[src/rtl/pwmCorrPkg.sv]
package pwmCorrPkg;

  typedef struct packed {
    logic wrap;  // last clock of a PWM cycle
    logic load;  // buffered values transfer on this clock
  } cycStrobe_t;

  typedef enum logic [1:0] {
    METH_NONE   = 2'b00,
    METH_MANUAL = 2'b01,
    METH_SENSE  = 2'b10,
    METH_RSVD   = 2'b11
  } corrMethod_t;

endpackage

[src/rtl/pwmCorrCtrl.sv]
module pwmCorrCtrl
  import pwmCorrPkg::*;
#(
  parameter int CNT_W = 8
) (
  input  logic             clk,
  input  logic             rstN,
  input  logic [CNT_W-1:0] period,
  input  logic             reloadReq,
  output logic [CNT_W-1:0] cnt,
  output cycStrobe_t       strobe
);

  localparam logic [CNT_W-1:0] ONE = CNT_W'(1);

  logic [CNT_W-1:0] periodM1;
  logic             reloadPend;

  assign periodM1    = period - ONE;
  assign strobe.wrap = (cnt >= periodM1);
  assign strobe.load = strobe.wrap && (reloadPend || reloadReq);

  always_ff @(posedge clk) begin
    if (!rstN) begin
      cnt        <= '0;
      reloadPend <= 1'b0;
    end else begin
      cnt <= strobe.wrap ? '0 : cnt + ONE;
      if (strobe.wrap)
        reloadPend <= 1'b0;
      else if (reloadReq)
        reloadPend <= 1'b1;
    end
  end

  // a pending reload never survives a cycle wrap
  a_r6_pend_clear : assert property (@(posedge clk) disable iff (!rstN)
    strobe.wrap |=> !reloadPend);

  // the count restarts from zero after a wrap
  a_r2_restart : assert property (@(posedge clk) disable iff (!rstN)
    strobe.wrap |=> (cnt == '0));

endmodule

[src/rtl/pwmCorrDatapath.sv]
module pwmCorrDatapath
  import pwmCorrPkg::*;
#(
  parameter int CNT_W = 8,
  parameter int DT_W  = 6
) (
  input  logic             clk,
  input  logic             rstN,
  input  logic [CNT_W-1:0] cnt,
  input  cycStrobe_t       strobe,
  input  logic [CNT_W-1:0] evenVal,
  input  logic [CNT_W-1:0] oddVal,
  input  logic [DT_W-1:0]  deadTime,
  input  logic [1:0]       method,
  input  logic             polarity,
  input  logic             isense,
  output logic [1:0]       pwmOut,
  output logic [1:0]       dtSample
);

  localparam int SIDES = 2;  // index 0 top, 1 bottom

  logic [CNT_W-1:0] actEven, actOdd, duty;
  logic             actPol, senseSel, lastSample, selOdd;
  logic [SIDES-1:0] rawDrv, dtEnd;
  corrMethod_t      meth;

  assign meth = corrMethod_t'(method);

  always_comb begin
    case (meth)
      METH_MANUAL: selOdd = actPol;
      METH_SENSE:  selOdd = senseSel;
      default:     selOdd = 1'b0;
    endcase
  end

  assign duty      = selOdd ? actOdd : actEven;
  assign rawDrv[0] = (cnt < duty);
  assign rawDrv[1] = ~rawDrv[0];

  always_ff @(posedge clk) begin
    if (!rstN) begin
      actEven    <= '0;
      actOdd     <= '0;
      actPol     <= 1'b0;
      senseSel   <= 1'b0;
      lastSample <= 1'b0;
    end else begin
      if (strobe.load) begin
        actEven <= evenVal;
        actOdd  <= oddVal;
        actPol  <= polarity;
      end
      if (strobe.wrap)
        senseSel <= lastSample;
      if (|dtEnd)
        lastSample <= isense;
    end
  end

  for (genvar s = 0; s < SIDES; s++) begin : g_side
    logic [DT_W-1:0] dCnt;

    assign dtEnd[s] = rawDrv[s] && (dCnt == '0) && !pwmOut[s];

    always_ff @(posedge clk) begin
      if (!rstN) begin
        pwmOut[s]   <= 1'b0;
        dtSample[s] <= 1'b0;
        dCnt        <= '0;
      end else if (!rawDrv[s]) begin
        pwmOut[s] <= 1'b0;
        dCnt      <= deadTime;
      end else if (dCnt != '0) begin
        dCnt <= dCnt - DT_W'(1);
      end else if (!pwmOut[s]) begin
        pwmOut[s]   <= 1'b1;
        dtSample[s] <= isense;
      end
    end

    // an output is only ever high after its drive was high
    a_r2_drive_first : assert property (@(posedge clk) disable iff (!rstN)
      pwmOut[s] |-> $past(rawDrv[s]));

    // a rising output carries the sense level of that edge
    a_r8_capture : assert property (@(posedge clk) disable iff (!rstN)
      $rose(pwmOut[s]) |-> (dtSample[s] == $past(isense)));
  end

  // the pair never conducts together
  a_r3_never_both : assert property (@(posedge clk) disable iff (!rstN)
    !(pwmOut[0] && pwmOut[1]));

endmodule

[src/rtl/pwmDeadtimeCorr.sv]
module pwmDeadtimeCorr
  import pwmCorrPkg::*;
#(
  parameter int CNT_W = 8,
  parameter int DT_W  = 6
) (
  input  logic             clk,
  input  logic             rstN,
  input  logic [CNT_W-1:0] evenVal,
  input  logic [CNT_W-1:0] oddVal,
  input  logic [CNT_W-1:0] period,
  input  logic [DT_W-1:0]  deadTime,
  input  logic [1:0]       method,
  input  logic             polarity,
  input  logic             reloadReq,
  input  logic             isense,
  output logic             pwmTop,
  output logic             pwmBot,
  output logic             dtSampleTop,
  output logic             dtSampleBot
);

  logic [CNT_W-1:0] cnt;
  cycStrobe_t       strobe;
  logic [1:0]       pwmOut, dtSample;

  pwmCorrCtrl #(.CNT_W(CNT_W)) u_ctrl (
    .clk       (clk),
    .rstN      (rstN),
    .period    (period),
    .reloadReq (reloadReq),
    .cnt       (cnt),
    .strobe    (strobe)
  );

  pwmCorrDatapath #(.CNT_W(CNT_W), .DT_W(DT_W)) u_dp (
    .clk      (clk),
    .rstN     (rstN),
    .cnt      (cnt),
    .strobe   (strobe),
    .evenVal  (evenVal),
    .oddVal   (oddVal),
    .deadTime (deadTime),
    .method   (method),
    .polarity (polarity),
    .isense   (isense),
    .pwmOut   (pwmOut),
    .dtSample (dtSample)
  );

  assign pwmTop      = pwmOut[0];
  assign pwmBot      = pwmOut[1];
  assign dtSampleTop = dtSample[0];
  assign dtSampleBot = dtSample[1];

endmodule

[config.mk]
export PLATFORM = sky130hd
export DESIGN_NAME = pwmDeadtimeCorr
export DESIGN_NICKNAME = d
export VERILOG_FILES = /design/src/rtl/pwmCorrPkg.sv /design/src/rtl/pwmCorrCtrl.sv /design/src/rtl/pwmCorrDatapath.sv /design/src/rtl/pwmDeadtimeCorr.sv
export SDC_FILE = /design/constraint.sdc
export NUM_CORES = 1
export LEC_CHECK = 0
export ABC_CLOCK_PERIOD_IN_PS = 8640
export CORE_MARGIN = 2
export CORE_UTILIZATION = 58
export CTS_CLUSTER_DIAMETER = 30
export DETAILED_ROUTE_END_ITERATION = 7
export PLACE_DENSITY_LB_ADDON = 0.3
export SETUP_SLACK_MARGIN = 0.02
export SYNTH_ARGS = -nofsm -noshare
export SYNTH_HDL_FRONTEND = slang
export SYNTH_HIERARCHICAL = 1
export SYNTH_SLANG_ARGS = --single-unit
[constraint.sdc]
create_clock -name clk -period 8.64 [get_ports clk]
set_clock_uncertainty 0.2 [all_clocks]
set_input_delay 1.728 -clock clk [delete_from_list [all_inputs] [get_ports clk]]
set_output_delay 1.728 -clock clk [all_outputs]
set_load 0.02 [all_outputs]
==> results.json, run 1 <==
{
  "outcome": "completed",
  "worstSetupPathType": "primary input to flip-flop",
  "dpl.hpwl_um": 3930,
  "ff2ff_path_depth": 9,
  "grt_pass1_wl_um": 9090,
  "slowest_stage": "nor2_1",
  "antenna_cells": 0,
  "clk_pin_slew_ps": 80,
  "die_y_um": 70.2,
  "syn_nets": 340,
  "placed_cell_area_um2": 2960,
  "wl_per_cell_um": 14.5,
  "final_nets": 377,
  "start_kind": "primary input",
  "first_pass_iters": 4,
  "relSlewSlack_pct": 30.1,
  "io-pin-count": 41,
  "clk_latency_ps": 300,
  "yosysWarnings": 6,
  "reg2reg_slack_ps": 5300,
  "clockBufferDepth": 2,
  "setup_violations": 0,
  "grt_overflow_total": 0,
  "ctsResizeCount": 0,
  "cpMostUsedCell": "ha_1",
  "min_period_ps": 5190,
  "hold_viol": 0,
  "r2r-start": "u_dp/actPol$_SDFFE_PN0P_",
  "synth_cell_types": 47,
  "stdcell_count": 372,
  "syn_inst": 282,
  "pwr-share-clk_pct": 32.3,
  "seqPwrFrac_pct": 37.9,
  "row_count": 24,
  "fp.coreArea_um2": 4290,
  "fp.dieArea_um2": 4930,
  "swShare_pct": 29.1,
  "finish.instance_area_um2": 3110,
  "cp-end-kind": "flip-flop",
  "finalMaxSlewViolations": 0,
  "mostFrequentLayoutCells": "44 x dfxtp_1, 40 x clkdlybuf4s50_1, 34 x nor2_1",
  "vdd_drop_max_v": 0.000180,
  "numCtsBuffers": 5,
  "layout-drive-gt1-share_pct": 5.31,
  "clock_sinks": 44,
  "root_buffer": "clkbuf_8",
  "cp.required_ps": 8680,
  "route.detailed.drc": 0,
  "setup-tns-final_ps": 0,
  "p_leak_nw": 1.17,
  "fillers": 335,
  "tightest_slew_ps": 1050,
  "antenna_left": 0,
  "path_cells": "clkdlybuf4s50_1, inv_1, ha_1, nor2_1, mux2i_1, ha_1, a21oi_1, o21a_1, o2111ai_1, a211o_1, nand4_1",
  "grt.total_usage_pct": 23.2,
  "holdPathStages": 2,
  "die_x_um": 70.2,
  "cts.htree.levels": 2,
  "crit_path_max_incr_delay_ps": 610,
  "syn_avg_cell_area_um2": 9.01,
  "max_freq_ghz": 0.192,
  "pwr_density_cell_nw_per_um2": 214,
  "rsz0062_at_grt": "no",
  "p_switching_mw": 0.194,
  "post_cts_buffers": 0,
  "drtIter0Drc": 133,
  "ys_seq_area_share_pct": 34.7,
  "ys_seq_elements": 44,
  "combPwrFrac_pct": 29.7,
  "min_from": "u_dp/dtSample[1]$_SDFFE_PN0P_",
  "cts_tree": "built",
  "grt_pass1_vias": 2056,
  "path_max_fanout": 14,
  "start_util_pct": 59.2,
  "final_common_cell": "dfxtp_1",
  "syn_area_um2": 2540,
  "async_flop_share_pct": 0,
  "synth-main-ff-cell": "dfxtp_1",
  "synth_edf_count": 0,
  "maxCapViolCount": 0,
  "dp.cells": 364,
  "viasPerCell": 5.75,
  "grt_max_degree": 30,
  "hold_buffers": 0,
  "holdPathEnd": "u_dp/dtSample[1]$_SDFFE_PN0P_",
  "reg2reg_to": "u_dp/lastSample$_SDFFE_PN0P_",
  "vias": 2138,
  "antenna_found_initial": 0,
  "cp_data_arrival_time_ps": 5240,
  "whs_ps": 260,
  "syn2layout_area_growth_pct": 22.6,
  "io_buffers": 40,
  "period_share_pct": 60.1,
  "place.gp.congestion": 0.864,
  "internal-power_mw": 0.474,
  "wl_um": 5390,
  "hp-class": "flip-flop to flip-flop"
}
==> synth_stat cells, drive strengths merged (2+ instances only) <==
cell	count	area share (%)
buf	6	1.6
nor3b	3	0.89
o21ai	17	3.3
o2111ai	2	0.69
a211o	2	0.69
nor3	7	1.8
nor2b	2	0.49
inv	13	1.9
mux2i	29	11
dfxtp	44	35
xor2	8	2.8
a21oi	19	3.7
clkbuf	5	0.74
ha	21	10
or3b	3	1.1
xnor2	9	3.1
nand2	13	1.9
nand2b	3	1.0
o211ai	3	0.89
nand3	10	2.0
nor2	35	5.3
or3	5	1.2
nand4	4	0.98
o21a	2	0.59
nor4	2	0.49
==> kinds of logic (layout without fill, tap and decap cells) <==
kind of cell	count (synthesis)	count (layout)	synth area share, %
muxes	29	29	11.4
and+or+nand+nor	91	91	18.5
adders and majority gates	21	21	10.3
DFF	44	44	34.7
AOI/OAI and AO/OA	56	56	15.0
xor gates and xnor gates	17	17	5.86
buffers and inverters	24	62	4.23
==> state kept, by name, summed over array words and instances, names as in the netlist, 2 cells and up <==
register,cells
u_dp/actEven,8
u_dp/g_side.dCnt,12
u_dp/dtSample,2
u_ctrl/cnt,8
u_dp/pwmOut,2
u_dp/actOdd,8
==> metal layers <==
| layer | up-vias | track usage (%) | part of all wire, % |
|---|---|---|---|
| li1 | 1081 | - | - |
| met3 | 12 | 4.62 | 4.5 |
| met1 | 1004 | 27.5 | 43 |
| met5 | - | 0 | 0 |
| met4 | 0 | 9.19 | 2.1 |
| met2 | 41 | 41.1 | 50 |
==> per-stage QoR <==
| step | util [%] | setup WS, ps | total power, mW |
|---|---|---|---|
| 2_1_floorplan | - | 4230 | 0.402 |
| 3_3_place_gp | 68.8 | 3390 | 0.448 |
| 3_5_place_dp | 68.8 | 3230 | 0.454 |
| 4_1_cts | 72.5 | 3480 | 0.670 |
| 5_1_grt | 72.5 | 3190 | 0.702 |
| 6_report | 72.5 | 3450 | 0.668 |
==> worst max-delay path by stage <==
stage               from                                   to  slack (ps)  depth (start not counted)
2_1_floorplan  method[0]  u_dp/g_side[0].dCnt[5]$_SDFFE_PN0P_        4230                         11
3_3_place_gp   method[0]  u_dp/g_side[1].dCnt[3]$_SDFFE_PN0P_        3390                         11
3_5_place_dp   method[0]  u_dp/g_side[1].dCnt[3]$_SDFFE_PN0P_        3230                         11
4_1_cts        method[0]         u_dp/lastSample$_SDFFE_PN0P_        3480                         11
5_1_grt        method[0]         u_dp/lastSample$_SDFFE_PN0P_        3190                         11
6_report       method[0]         u_dp/lastSample$_SDFFE_PN0P_        3450                         11
==> critical path: cells and delay by family <==
kind	cells	cell delay [ps]
compound gates	4	1390
fa+ha+maj	2	610
buf+inv	2	530
simple gates	2	680
mux	1	300
==> layout make-up <==
| cell class | count | area (um2) | share of cell area (%) |
|---|---|---|---|
| Clock buffer | 5 | 68.8 | 2.21 |
| Inverter | 13 | 48.8 | 1.57 |
| Multi-Input combinational cell | 214 | 1550 | 49.9 |
| Tap cell | 52 | 65.1 | 2.09 |
| Clock inverter | 3 | 90.1 | 2.89 |
| Timing Repair Buffer | 41 | 408 | 13.1 |
| Sequential cell | 44 | 881 | 28.3 |
==> power groups by stage <==
stage	Clock [mW]	Sequential (mW)	Combinational [mW]
finish	0.216	0.253	0.199
global route	0.226	0.256	0.220
CTS	0.218	0.253	0.198
detailed placement	0	0.257	0.196
global placement	0	0.256	0.192
floorplan	0	0.256	0.146
No activity file was read; power rests on OpenSTA's default activity.
==> run 2, diff against run 1 <==
--- a/config.mk
+++ b/config.mk
@@ -5,9 +5,9 @@
 export SDC_FILE = /design/constraint.sdc
 export NUM_CORES = 1
 export LEC_CHECK = 0
-export ABC_CLOCK_PERIOD_IN_PS = 8640
+export ABC_CLOCK_PERIOD_IN_PS = 5300
 export CORE_MARGIN = 2
-export CORE_UTILIZATION = 58
+export CORE_UTILIZATION = 53
 export CTS_CLUSTER_DIAMETER = 30
 export DETAILED_ROUTE_END_ITERATION = 7
 export PLACE_DENSITY_LB_ADDON = 0.3
==> constraint.sdc (replaced) <==
create_clock -name clk -period 5.3 [get_ports clk]
set_clock_uncertainty 0.2 [all_clocks]
set_input_delay 1.06 -clock clk [delete_from_list [all_inputs] [get_ports clk]]
set_output_delay 1.06 -clock clk [all_outputs]
set_load 0.02 [all_outputs]
==> results.json, run 2 (synthesis results as in run 1) <==
{
  "cts.htree.levels": 2,
  "die_x_um": 73.2,
  "cp_data_arrival_time_ps": 4450,
  "cp.required_ps": 5330,
  "cp-startpoint": "method[0]",
  "ff2ff_path_depth": 9,
  "stdcell_count": 374,
  "grt_overflow_total": 0,
  "cts_tree": "built",
  "viasPerCell": 5.65,
  "holdPathEnd": "u_dp/dtSample[0]$_SDFFE_PN0P_",
  "io_buffers": 40,
  "clockBufferDepth": 2,
  "antenna_left": 0,
  "final_core_util_pct": 65.4,
  "min_period_ps": 4420,
  "relSlewSlack_pct": 29.5,
  "outcome": "completed",
  "reg2reg_slack_ps": 2070,
  "dp.cells": 366,
  "root_buffer": "clkbuf_8",
  "min_from": "u_dp/dtSample[0]$_SDFFE_PN0P_",
  "ctsResizeCount": 0,
  "final_nets": 377,
  "layout-drive-gt1-share_pct": 5.31,
  "fp.dieArea_um2": 5360,
  "start_util_pct": 54.5,
  "vdd_drop_max_v": 0.000336,
  "path_max_fanout": 14,
  "setup_violations": 0,
  "rsz0062_at_grt": "no",
  "pwr_density_cell_nw_per_um2": 312,
  "clk_pin_slew_ps": 80,
  "grt.total_usage_pct": 20.4,
  "cp-end-kind": "flip-flop",
  "grt_pass1_wl_um": 8520,
  "holdPathStages": 2,
  "die_y_um": 73.2,
  "final_common_cell": "dfxtp_1",
  "maxCapViolCount": 0,
  "clk_latency_ps": 290,
  "first_pass_iters": 4,
  "drtIter0Drc": 87,
  "io-pin-count": 41,
  "placed_cell_area_um2": 2960,
  "hold_buffers": 0,
  "finalMaxSlewViolations": 0,
  "worstSetupPathType": "primary input to flip-flop",
  "hold_viol": 0,
  "wl_per_cell_um": 13.8,
  "row_count": 25,
  "wl_um": 5150,
  "numCtsBuffers": 5,
  "start_kind": "primary input",
  "post_cts_buffers": 0,
  "grt_max_degree": 30,
  "tightest_slew_ps": 1060,
  "place.gp.congestion": 0.847,
  "antenna_cells": 0,
  "reg2reg_to": "u_dp/lastSample$_SDFFE_PN0P_",
  "p_leak_nw": 1.15,
  "mostFrequentLayoutCells": "44 x dfxtp_1, 40 x clkdlybuf4s50_1, 34 x nor2_1",
  "clock_sinks": 44,
  "syn2layout_area_growth_pct": 20.0,
  "period_share_pct": 83.5,
  "max_freq_ghz": 0.226,
  "largest_reg_flops": 12,
  "dpl.hpwl_um": 3850,
  "antenna_found_initial": 0,
  "largest-register": "u_dp/g_side.dCnt",
  "fp.coreArea_um2": 4660,
  "hp-class": "flip-flop to flip-flop",
  "setup-tns-final_ps": 0,
  "finish.instance_area_um2": 3050,
  "grt_pass1_vias": 1903,
  "route.detailed.drc": 0,
  "r2r-start": "u_dp/actPol$_SDFFE_PN0P_",
  "vias": 2112
}
run 2: changes by cell type in the layout (fill, tap and decap cells not counted):
| cell | change |
|---|---|
| clkinv_2 | +2 |
| clkbuf_8 | +1 |
| bufinv_16 | -3 |
run 2: area by class of cell:
| class | count | area, um2 |
|---|---|---|
| fill | 391 | 1610 |
| timing repair buffer | 41 | 408 |
| inverter | 13 | 48.8 |
| multi-input combinational | 214 | 1550 |
| clock buffer | 6 | 82.6 |
| clock inverter | 2 | 10.0 |
| sequential | 44 | 881 |
| tap | 54 | 67.6 |
run 2: worst max-delay path by stage:
stage | end | slack, ps | depth (start not counted)
finish | u_dp/lastSample$_SDFFE_PN0P_ | 880 | 11
global route | u_dp/g_side[1].dCnt[3]$_SDFFE_PN0P_ | 600 | 10
CTS | u_dp/lastSample$_SDFFE_PN0P_ | 900 | 11
detailed placement | u_dp/lastSample$_SDFFE_PN0P_ | 580 | 11
global placement | u_dp/lastSample$_SDFFE_PN0P_ | 720 | 11
floorplan | u_dp/g_side[0].dCnt[5]$_SDFFE_PN0P_ | 1560 | 11
run 2: layer usage:
| layer | track usage (%) | part of all wire [%] | wire (um) | vias to the layer above |
|---|---|---|---|---|
| met5 | 0 | 0 | 0 | - |
| met4 | 6.17 | 1.1 | 59 | 0 |
| met3 | 3.87 | 3.6 | 184 | 4 |
| met2 | 35.4 | 50 | 2570 | 40 |
| met1 | 25.5 | 45 | 2330 | 992 |
| li1 | - | - | - | 1076 |
run 2: critical path: stages:
cell and delay (ps):
clkdlybuf4s50_1 490, inv_1 50, ha_1 320, nor2_1 580
mux2i_1 280, ha_1 260, a21oi_1 150, o21a_1 200
o2111ai_1 520, a211o_1 460, nand4_1 90
run 2: power breakdown:
part | leakage [nW] | internal (mW) | total [mW] | switching (mW)
clock network | 0.0510 | 0.104 | 0.214 | 0.110
registers | 0.359 | 0.372 | 0.412 | 0.0396
logic | 0.735 | 0.164 | 0.324 | 0.160
run 2: through the flow:
| stage | total power [mW] | setup slack, ps | hold slack, ps |
|---|---|---|---|
| finish | 0.950 | 876 | 269 |
| global route | 1.01 | 603 | 294 |
| CTS | 0.959 | 895 | 272 |
| detailed placement | 0.742 | 585 | 258 |
| global placement | 0.732 | 724 | 258 |
| floorplan | 0.656 | 1560 | 251 |
==> run 3, diff against run 2 <==
--- a/config.mk
+++ b/config.mk
@@ -5,7 +5,7 @@
 export SDC_FILE = /design/constraint.sdc
 export NUM_CORES = 1
 export LEC_CHECK = 0
-export ABC_CLOCK_PERIOD_IN_PS = 5300
+export ABC_CLOCK_PERIOD_IN_PS = 4540
 export CORE_MARGIN = 2
 export CORE_UTILIZATION = 53
 export CTS_CLUSTER_DIAMETER = 30
==> constraint.sdc (replaced) <==
create_clock -name clk -period 4.54 [get_ports clk]
set_clock_uncertainty 0.2 [all_clocks]
set_input_delay 0.908 -clock clk [delete_from_list [all_inputs] [get_ports clk]]
set_output_delay 0.908 -clock clk [all_outputs]
set_load 0.02 [all_outputs]
==> results.json, run 3 (synthesis results as in run 1) <==
{
  "row_count": 25,
  "internal-power_mw": 0.790,
  "slowest_stage": "clkdlybuf4s50_1",
  "largest-register": "u_dp/g_side.dCnt",
  "place.gp.congestion": 0.763,
  "fp.coreArea_um2": 4660,
  "route.detailed.drc": 0,
  "drtIter0Drc": 98,
  "r2r-start": "u_dp/actPol$_SDFFE_PN0P_",
  "antenna_found_initial": 0,
  "cp-startpoint": "method[0]",
  "path_cells": "clkdlybuf4s50_1, inv_1, ha_1, nor2_1, buf_4, mux2i_1, ha_1, a21oi_1, a21boi_0, o21a_1, nor2_1, a311oi_1",
  "reg2reg_slack_ps": 1690,
  "grt_pass1_vias": 2020,
  "p_switching_mw": 0.361,
  "period_share_pct": 85.3,
  "worstSetupPathType": "primary input to flip-flop",
  "cp.required_ps": 4540,
  "die_x_um": 73.2,
  "post_cts_buffers": 0,
  "wl_um": 5380,
  "finalMaxSlewViolations": 0,
  "whs_ps": 263,
  "viasPerCell": 5.70,
  "crit_family": "compound AO/OA/AOI/OAI gates",
  "crit_path_max_incr_delay_ps": 480,
  "seqPwrFrac_pct": 41.9,
  "antenna_left": 0,
  "cp-end-kind": "flip-flop",
  "ctsResizeCount": 0,
  "setup_violations": 0,
  "p_leak_nw": 1.16,
  "rsz0062_at_grt": "no",
  "cts_tree": "built",
  "relSlewSlack_pct": 40.5,
  "multiInputGateArea_um2": 1550,
  "hold_buffers": 0,
  "hold_viol": 0,
  "pwr_density_cell_nw_per_um2": 374,
  "clock_sinks": 44,
  "syn2layout_area_growth_pct": 21.2,
  "io-pin-count": 41,
  "swShare_pct": 31.3,
  "hp-class": "flip-flop to flip-flop",
  "cp_data_arrival_time_ps": 3870,
  "grt_pass1_wl_um": 8950,
  "grt_max_degree": 30,
  "clk_pin_slew_ps": 80,
  "die_y_um": 73.2,
  "start_util_pct": 54.5,
  "setup-tns-final_ps": 0,
  "critPathBufInv": 3,
  "power_mw": 1.15,
  "io_buffers": 40,
  "layout.area.seq_um2": 881,
  "root_buffer": "clkbuf_8",
  "cts.htree.levels": 2,
  "layout-drive-gt1-share_pct": 5.59,
  "path_max_fanout": 16,
  "grt_overflow_total": 0,
  "first_pass_iters": 4,
  "vdd_drop_max_v": 0.000302,
  "holdPathEnd": "u_dp/dtSample[0]$_SDFFE_PN0P_",
  "clk_latency_ps": 300,
  "wl_per_cell_um": 14.3,
  "maxCapViolCount": 0,
  "numCtsBuffers": 5,
  "start_kind": "primary input",
  "vias": 2145,
  "pwr-share-clk_pct": 25.1,
  "combPwrFrac_pct": 33.0,
  "mostFrequentLayoutCells": "44 x dfxtp_1, 40 x clkdlybuf4s50_1, 34 x nor2_1",
  "outcome": "completed",
  "fp.dieArea_um2": 5360,
  "antenna_cells": 0,
  "final_nets": 379,
  "ff2ff_path_depth": 10,
  "reg2reg_to": "u_dp/g_side[1].dCnt[3]$_SDFFE_PN0P_",
  "holdPathStages": 2,
  "tightest_slew_ps": 891,
  "max_freq_ghz": 0.258,
  "clockBufferDepth": 2,
  "final_common_cell": "dfxtp_1",
  "min_period_ps": 3870,
  "fillers": 406,
  "largest_reg_flops": 12,
  "dpl.hpwl_um": 4030,
  "min_from": "u_dp/dtSample[0]$_SDFFE_PN0P_",
  "grt.total_usage_pct": 21.3
}
==> run 3: cell types whose count changed in the layout (fill, tap and decap cells not counted), sizes merged <==
cell,change
bufinv,+1
clkinv,-1
buf,+2
==> run 3: worst reg2reg max path, stage by stage (launching register included) <==
cell	delay [ps]
dfxtp_1	360
a22oi_2	100
nor2_1	100
buf_4	180
mux2i_1	220
ha_1	260
a21oi_1	240
a21boi_0	260
o21a_1	460
nor2_1	160
a311oi_1	220
==> run 3: worst max path at each step <==
stage | cells past startpoint | slack [ps] | to
floorplan | 11 | 950 | u_dp/g_side[0].dCnt[5]$_SDFFE_PN0P_
global placement | 12 | 560 | u_dp/g_side[1].dCnt[3]$_SDFFE_PN0P_
detailed placement | 12 | 400 | u_dp/g_side[1].dCnt[3]$_SDFFE_PN0P_
CTS | 12 | 730 | u_dp/g_side[1].dCnt[3]$_SDFFE_PN0P_
global route | 12 | 470 | u_dp/g_side[1].dCnt[3]$_SDFFE_PN0P_
finish | 12 | 670 | u_dp/g_side[1].dCnt[3]$_SDFFE_PN0P_
==> run 3: area by class of cell <==
cell class | instances | area share (%)
Timing Repair Buffer | 43 | 13.7
Inverter | 13 | 1.58
Sequential cell | 44 | 28.6
Clock inverter | 2 | 1.14
Clock buffer | 6 | 2.36
Multi-Input combinational cell | 214 | 50.4
Tap cell | 54 | 2.19
==> run 3: layer usage <==
metal	vias up	GRT usage, %	part of all wire (%)
li1	1085	-	-
met1	1014	26.1	44
met2	40	37.3	50
met3	6	5.52	4.5
met4	0	4.94	0.95
met5	-	0	0
==> run 3: power by group through the flow <==
stage	combinational, mW	sequential [mW]	clock (mW)
2_1_floorplan	0.279	0.487	0
3_3_place_gp	0.367	0.489	0
3_5_place_dp	0.381	0.489	0
4_1_cts	0.382	0.482	0.298
5_1_grt	0.419	0.488	0.314
6_report	0.380	0.482	0.289
==> run 3: metrics by stage <==
step | area, um2 | util, % | worst slack [ps] | std cells
final | 3080 | 66.1 | 668 | 376
after CTS | 3080 | 66.1 | 728 | 376
after global placement | 2970 | 63.8 | 556 | 368
after global routing | 3080 | 66.1 | 471 | 376
after floorplan | 2540 | - | 951 | 282
after detailed placement | 2970 | 63.8 | 402 | 368
